`src/rtl/irqm_pkg.sv`:
```
`timescale 1ns/1ps
package irqm_pkg;
  localparam int SLICE_LINES = 8;
  localparam int VEC_W       = 8;
  localparam int CASC_POS    = 2;
  localparam int SYNC_DEPTH  = 2;

  typedef enum logic {
    KIND_MASK   = 1'b0,
    KIND_STATUS = 1'b1
  } reg_kind_e;
endpackage

```
`src/rtl/irqm_sync.sv`:
```
`timescale 1ns/1ps
module irqm_sync #(
  parameter int W      = 16,
  parameter int STAGES = 2
) (
  input  logic         clk,
  input  logic         rst_n,
  input  logic [W-1:0] async_i,
  output logic [W-1:0] rise_o
);
  localparam int DEPTH = STAGES + 1;

  logic [W-1:0] stg_q [DEPTH];
  logic [W-1:0] stg_d [DEPTH];

  always_comb begin
    stg_d[0] = async_i;
    for (int k = 1; k < DEPTH; k++) stg_d[k] = stg_q[k-1];
  end

  always_ff @(posedge clk or negedge rst_n) begin
    if (!rst_n) begin
      for (int k = 0; k < DEPTH; k++) stg_q[k] <= '0;
    end else begin
      for (int k = 0; k < DEPTH; k++) stg_q[k] <= stg_d[k];
    end
  end

  assign rise_o = stg_q[STAGES-1] & ~stg_q[STAGES];
endmodule

```
`src/rtl/irqm_slice.sv`:
```
`timescale 1ns/1ps
module irqm_slice #(
  parameter int N        = 8,
  parameter bit CASC_EN  = 1'b0,
  parameter int CASC_IDX = 2
) (
  input  logic                 clk,
  input  logic                 rst_n,
  input  logic [N-1:0]         set_i,
  input  logic                 casc_i,
  input  logic                 mask_we_i,
  input  logic [N-1:0]         mask_wd_i,
  input  logic                 take_i,
  output logic                 any_o,
  output logic [$clog2(N)-1:0] win_o,
  output logic [N-1:0]         status_o,
  output logic [N-1:0]         mask_o
);
  localparam int IW = $clog2(N);
  localparam logic [N-1:0] CASC_BIT = CASC_EN ? (N'(1) << CASC_IDX) : '0;

  logic [N-1:0]  mask_q, pend_q, pend_d;
  logic [N-1:0]  eff, elig, clr;
  logic [IW-1:0] win;

  // cascade position carries the live level from the lower slice
  assign eff  = pend_q | (casc_i ? CASC_BIT : '0);
  assign elig = eff & ~mask_q;

  always_comb begin
    win = '0;
    for (int i = N - 1; i >= 0; i--) begin
      if (elig[i]) win = IW'(i);
    end
  end

  always_comb begin
    clr = '0;
    if (take_i && (|elig)) clr[win] = 1'b1;
    pend_d = (pend_q & ~clr) | (set_i & ~CASC_BIT);
  end

  always_ff @(posedge clk or negedge rst_n) begin
    if (!rst_n) begin
      mask_q <= '1;
    end else if (mask_we_i) begin
      mask_q <= mask_wd_i;
    end
  end

  always_ff @(posedge clk or negedge rst_n) begin
    if (!rst_n) begin
      pend_q <= '0;
    end else begin
      pend_q <= pend_d;
    end
  end

  assign any_o    = |elig;
  assign win_o    = win;
  assign status_o = eff;
  assign mask_o   = mask_q;
endmodule

```
`src/rtl/irq_merge_ctrl.sv`:
```
`timescale 1ns/1ps
module irq_merge_ctrl
  import irqm_pkg::*;
#(
  parameter int LINES     = SLICE_LINES,
  parameter int VW        = VEC_W,
  parameter int CASC_LINE = CASC_POS,
  parameter int SYNC_STG  = SYNC_DEPTH
) (
  input  logic               clk,
  input  logic               rst_n,
  input  logic [2*LINES-1:0] req_i,
  input  logic               reg_wr_i,
  input  logic               reg_slice_i,
  input  logic               reg_kind_i,
  input  logic [LINES-1:0]   reg_wdata_i,
  output logic [LINES-1:0]   reg_rdata_o,
  input  logic [VW-1:0]      base_pri_i,
  input  logic [VW-1:0]      base_sec_i,
  input  logic               ack_i,
  output logic               irq_o,
  output logic [VW-1:0]      vec_o
);
  localparam int IW = $clog2(LINES);

  logic [2*LINES-1:0] rise;
  logic               pri_any, sec_any;
  logic [IW-1:0]      pri_win, sec_win;
  logic [LINES-1:0]   pri_stat, sec_stat, pri_mask, sec_mask;
  logic               pri_mwe, sec_mwe;
  logic               ack_fire, casc_sel, pri_take, sec_take;
  logic [VW-1:0]      vec_q, vec_d;
  reg_kind_e          kind;

  irqm_sync #(.W(2*LINES), .STAGES(SYNC_STG)) u_sync (
    .clk     (clk),
    .rst_n   (rst_n),
    .async_i (req_i),
    .rise_o  (rise)
  );

  assign kind    = reg_kind_e'(reg_kind_i);
  assign pri_mwe = reg_wr_i && !reg_slice_i && (kind == KIND_MASK);
  assign sec_mwe = reg_wr_i &&  reg_slice_i && (kind == KIND_MASK);

  assign ack_fire = ack_i && pri_any;
  assign casc_sel = (pri_win == IW'(CASC_LINE));
  assign pri_take = ack_fire && !casc_sel;
  assign sec_take = ack_fire &&  casc_sel;

  irqm_slice #(.N(LINES), .CASC_EN(1'b0), .CASC_IDX(CASC_LINE)) u_sec (
    .clk       (clk),
    .rst_n     (rst_n),
    .set_i     (rise[2*LINES-1:LINES]),
    .casc_i    (1'b0),
    .mask_we_i (sec_mwe),
    .mask_wd_i (reg_wdata_i),
    .take_i    (sec_take),
    .any_o     (sec_any),
    .win_o     (sec_win),
    .status_o  (sec_stat),
    .mask_o    (sec_mask)
  );

  irqm_slice #(.N(LINES), .CASC_EN(1'b1), .CASC_IDX(CASC_LINE)) u_pri (
    .clk       (clk),
    .rst_n     (rst_n),
    .set_i     (rise[LINES-1:0]),
    .casc_i    (sec_any),
    .mask_we_i (pri_mwe),
    .mask_wd_i (reg_wdata_i),
    .take_i    (pri_take),
    .any_o     (pri_any),
    .win_o     (pri_win),
    .status_o  (pri_stat),
    .mask_o    (pri_mask)
  );

  always_comb begin
    vec_d = vec_q;
    if (ack_fire) begin
      if (casc_sel) vec_d = base_sec_i + VW'(sec_win);
      else          vec_d = base_pri_i + VW'(pri_win);
    end
  end

  always_ff @(posedge clk or negedge rst_n) begin
    if (!rst_n) begin
      vec_q <= '0;
    end else if (ack_fire) begin
      vec_q <= vec_d;
    end
  end

  always_comb begin
    unique case ({reg_slice_i, kind == KIND_STATUS})
      2'b00:   reg_rdata_o = pri_mask;
      2'b01:   reg_rdata_o = pri_stat;
      2'b10:   reg_rdata_o = sec_mask;
      default: reg_rdata_o = sec_stat;
    endcase
  end

  assign irq_o = pri_any;
  assign vec_o = vec_q;
endmodule

```
`config.mk`:
```
export PLATFORM = sky130hd
export DESIGN_NAME = irq_merge_ctrl
export DESIGN_NICKNAME = d
export VERILOG_FILES = /design/src/rtl/irqm_pkg.sv /design/src/rtl/irqm_sync.sv /design/src/rtl/irqm_slice.sv /design/src/rtl/irq_merge_ctrl.sv
export SDC_FILE = /design/constraint.sdc
export NUM_CORES = 1
export LEC_CHECK = 0
export BUFFER_PORTS_ARGS = -buffer_cell sky130_fd_sc_hd__buf_2
export CORE_ASPECT_RATIO = 0.5
export CORE_MARGIN = 2
export CORE_UTILIZATION = 55
export CTS_CLUSTER_SIZE = 10
export DETAILED_ROUTE_END_ITERATION = 16
export GPL_TIMING_DRIVEN = 0
export PLACE_DENSITY = 0.78
export SETUP_SLACK_MARGIN = 0.1
export SYNTH_ARGS = -nofsm -noshare
export SYNTH_HDL_FRONTEND = slang
export SYNTH_SLANG_ARGS = --single-unit
export TNS_END_PERCENT = 20
```
`constraint.sdc`:
```
create_clock -name clk -period 7.3 [get_ports clk]
set_input_delay 1.46 -clock clk [delete_from_list [all_inputs] [get_ports clk]]
set_output_delay 1.46 -clock clk [all_outputs]
set_load 0.05 [all_outputs]
```
; ---- Word level (Yosys, flattened, before mapping)
; Index checks and enable logic that the tools add are counted.
[classes]
n_eq_ne = 3
n_mux = 25
n_reduce_logical = 16
n_addsub = 2
n_bitwise = 14
magnitude_cmp = 4
[ops]
columns = op, n
row1 = two-way mux 3 bit, 17
row2 = bitwise AND 8 bit, 4
row3 = NOT 8 bit, 4
row4 = two-way mux 8 bit, 3
row5 = bitwise OR 8 bit, 3
row6 = one-hot mux 8 bit (3 select lines), 1
row7 = adder 8 x 3 -> 8 bit, 2
row8 = bitwise AND 16 bit, 1
row9 = NOT 16 bit, 1
row10 = OR reduction 8 bit, 2
row11 = logical AND 1 bit, 11
row12 = "< comparator 3 x 4 -> 1 bit, second input constant", 2
row13 = demux 1 bit (select 3 bit), 2
row14 = ">= comparator 3 x 1 -> 1 bit, second input constant", 2
row15 = "== test 3 x 2 -> 1 bit, second input constant", 1
row16 = "== test 2 x 1 -> 1 bit, second input constant", 1
row17 = "== test 2 bit, second input constant", 1
row18 = logical NOT 1 bit, 2
row19 = logical NOT 2 bit, 1
row20 = two-way mux 1 bit, 2
row21 = NOT 1 bit, 1
[totals]
reg_bits = 88
elab_cells = 72
input_bits = 46

; ---- Logic depth before layout (Yosys ltp)
[depth]
depth_word = 22
ltp_mapped = 14
depth_no_buf = 14

; ---- Hierarchy
; From an unflattened synthesis, not the netlist that was laid out.
[hier_totals]
cells_unflattened = 323
area_unflattened_um2 = 4058.9
[by_module_without_submodules]
columns = module, area_per_inst_um2, cells_per_inst, n_inst
row1 = irqm_sync, 1421.4, 64, 1
row2 = irq_merge_ctrl, 958.4, 100, 1
row3 = irqm_slice at u_sec, 845.8, 76, 1
row4 = irqm_slice at u_pri, 833.3, 83, 1

; ---- Least setup slack after synthesis
; Ideal clock, no wire load.
[synth_path]
path_kind = input to output
start = input reg_slice_i
end = output reg_rdata_o[0]
n_path_buf = 1
cell_stages = 2
slack_ps = 3217
arrival_time_ps = 2623
cell_sequence = clkbuf_1 -> mux4_2
[synth_via]
elab_chain_len = 2
[synth_rtl]
columns = item, line
row1 = "start, declared", irq_merge_ctrl.sv:14  ; input logic reg_slice_i,
row2 = == test 2 bit (tied with other cells), irq_merge_ctrl.sv:96  ; unique case ({reg_slice_i, kind == KIND_STATUS})
row3 = one-hot mux 8 bit (3 select lines) (*), irq_merge_ctrl.sv:96
row4 = "end, declared", irq_merge_ctrl.sv:17  ; output logic [LINES-1:0] reg_rdata_o,
; Mark *: on every way between the ends. The rest lies on a longest branch, timed or not.

; ---- Worst setup path in the final report
[layout_path]
start = input reg_slice_i
end = output reg_rdata_o[7]
; The elaborated chain is that of the path after synthesis.

==> metrics.cfg <==
[final_layout]
antenna_cells = 0
synthToLayoutAreaGrowth_pct = 19.63
drive_above_1_share = 0.3780
final_nets = 428
final_cell_mix = 69 x dfrtp_1, 58 x buf_2, 24 x inv_1
num-fill-cells = 491
final_common_cell = dfrtp_1

[logic_synthesis]
synth_top_flop_cell = dfrtp_1
avgSynthCellArea_sq_um = 12.64
ys_seq_area_frac = 0.5568
yosys-top-cells-area = dfrtp_1 45%, dfstp_2 11%, mux2_2 4.7%, mux4_2 4.7%, o21ai_1 2.5%
ys_seq_elements = 85
synth_edf_count = 0
synthesis.nets = 357
synth_top_area_frac = 0.4478
synth_area_sq_um = 3856
yosys.area.top_type = dfrtp_1
async_reset_ff_frac = 1.000
netlist_instances = 305
ys_types = 65
ys_warn_count = 0

[global_route]
met3_usage = 0.07609
grt_start_max_net_pins = 64
busiest_layer = met2
grt_remaining_overflow = 0
grt_pass1_wl_um = 13630
grt_use_met2 = 0.3757
first_global_vias = 2780
use_met1 = 0.3104
antenna_found_initial = 0
grt_usage = 0.2375

[timing]
hold_viol_final = 0
finalSetupTns_ns = 0
whs_ns = 0.3467
clock.fmax_mhz = 233.4
max_slew_margin = 0.4932
worst_slew_pin_slew_ns = 0.7568
period_minus_slack_ns = 4.285
skew_ns = 0.004394
drv_slew = 0
rsz0062_at_grt = no
period_share = 0.5869
setup_viol = 0

[clock_tree]
root_buffer = clkbuf_16
postCtsHoldBufs = 0
cts_num_sinks = 85
cts_repair_resize_count = 0
htreeDepth = 3
clk_pin_slew_ns = 0.06
clock_path_buffers = 2
cts_buffers = 9
cts_tree = built
post_cts_buffers = 0
clock_latency_ns = 0.34

[worst_setup_path]
rr_worst_depth = 11
crit_required_ns = 5.84
r2r-end = vec_o[4]
cp-start-kind = input pin
critical_path_class = input pin to output pin
cp_max_fo = 10
timing.reg2reg.setup_slack_ns = 4.20
reg2reg_from = u_pri.mask_o[4]
cp.arrival_ns = 2.82
worst_setup_path_end_kind = output pin

[placement]
port_buffers = 59
gp_congestion = 0.8470
dpl.hpwl_um = 6142

[worst_hold_path]
min_to = u_sync.stg_d[5]
hold_path.class = register to register
whs_path_depth = 0
min_from = u_sync.stg_d[21]

[power]
ir_drop_v = 0.0002162
power_frac_seq = 0.384
intPower_uw = 997.0
p_comb_frac = 0.305
swShare = 0.3504
p_clk_frac = 0.310
p_sw_uw = 537.8
p_per_area_nw_per_um2 = 332.7
p_leak_uw = 0.001968

[run_status]
outcome = finished, final reports clean

[floorplanning]
start_util = 0.5733
coreArea_sq_um = 6726
io_pins = 63
num_rows = 21
chipWidth_um = 122.4
die_h_um = 63.21
die-area_sq_um = 7738

[route]
dr.pass1.iters = 4
drtIter0Drc = 145
wl_per_cell_um = 17.49
totalWireLength_um = 8275
final_antenna_net_count = 0
vias = 2671
drcViolationCount = 0
vias_per_cell = 5.647

[run]
cap_violations = 0

## critical path, cell delays in order
cell	delay, ns
clkbuf_1	0.54
mux4_2	0.59
buf_2	0.23
## metal layers
metal	wire length, um	vias up	share of wire
met4	144	0	0.017
li1	-	1246	-
met3	539	15	0.065
met5	0	-	0
met2	3976	78	0.48
met1	3614	1332	0.44
## state kept, by name, indices dropped and copies added, names as in the netlist
name            flops
u_pri.mask_o        8
u_pri.pend_q        8
u_sec.mask_o        8
u_sec.status_o      8
u_sync.stg_d       30
u_sync.stg_q       15
vec_o               8
## through the flow
step                instances  utilization  instance area (sq um)  worst slack [ns]  power, uW
floorplan                 305            -                   3856             3.217      936.0
global placement          456       0.6343                   4267             2.971       1039
detailed placement        457       0.6388                   4297             2.973       1061
CTS                       473       0.6858                   4613             2.972       1539
global route              473       0.6858                   4613             2.906       1608
finish                    473       0.6858                   4613             3.015       1535
## cell families (layout without fill, tap and decap cells)
| family | Yosys count | in the layout | synth area share |
|---|---|---|---|
| AOI/OAI and AO/OA | 79 | 79 | 0.1476 |
| muxes | 24 | 24 | 0.09344 |
| and+or+nand+nor | 70 | 70 | 0.1214 |
| adders and majority gates | 7 | 7 | 0.02433 |
| DFF | 85 | 85 | 0.5568 |
| xor gates and xnor gates | 12 | 12 | 0.02725 |
| buffers and inverters | 28 | 104 | 0.02920 |
## how the worst max path moves through the flow
| stage | from | endpoint | depth (start not counted) |
|---|---|---|---|
| after floorplan | reg_slice_i | reg_rdata_o[0] | 2 |
| after global placement | reg_slice_i | reg_rdata_o[7] | 3 |
| after detailed placement | reg_slice_i | reg_rdata_o[7] | 3 |
| after CTS | reg_slice_i | reg_rdata_o[7] | 3 |
| after global routing | reg_slice_i | reg_rdata_o[3] | 3 |
| final | reg_slice_i | reg_rdata_o[7] | 3 |
## cell usage after synthesis, types with 2 or more instances
master / instances
dfrtp_1: 69
inv_1: 24
o21ai_1: 19
dfstp_2: 16
mux2_2: 16
nand2_1: 14
o21ai_0: 13
a21oi_1: 9
nand2b_1: 9
nor2_1: 9
nor2b_1: 9
mux4_2: 8
xnor2_1: 8
o31ai_1: 7
ha_1: 5
o22ai_1: 5
xor2_1: 4
clkbuf_1: 3
nand3_1: 3
a211oi_1: 2
a211oi_2: 2
a22oi_1: 2
a31o_1: 2
nand4_1: 2
nand4b_1: 2
nor3_2: 2
o221ai_1: 2
or2_2: 2
## layout make-up
cell class                      instances  area (sq um)  share of cell area
Sequential cell                        85          2147              0.4654
Multi-Input combinational cell        192          1597              0.3461
Timing Repair Buffer                   60         325.3             0.07052
Clock buffer                           11         252.7             0.05479
Tap cell                               92         115.1             0.02495
Inverter                               24         90.09             0.01953
Clock inverter                          5         63.81             0.01383
Buffer                                  4         22.52            0.004882
## power by group through the flow
| stage | combinational, uW | sequential [uW] | clock [uW] |
|---|---|---|---|
| after floorplan | 289 | 647 | 0 |
| after global placement | 449 | 591 | 0 |
| after detailed placement | 464 | 597 | 0 |
| after CTS | 468 | 589 | 481 |
| after global routing | 505 | 597 | 506 |
| final | 469 | 590 | 476 |
No activity file was read; power rests on OpenSTA's default activity.
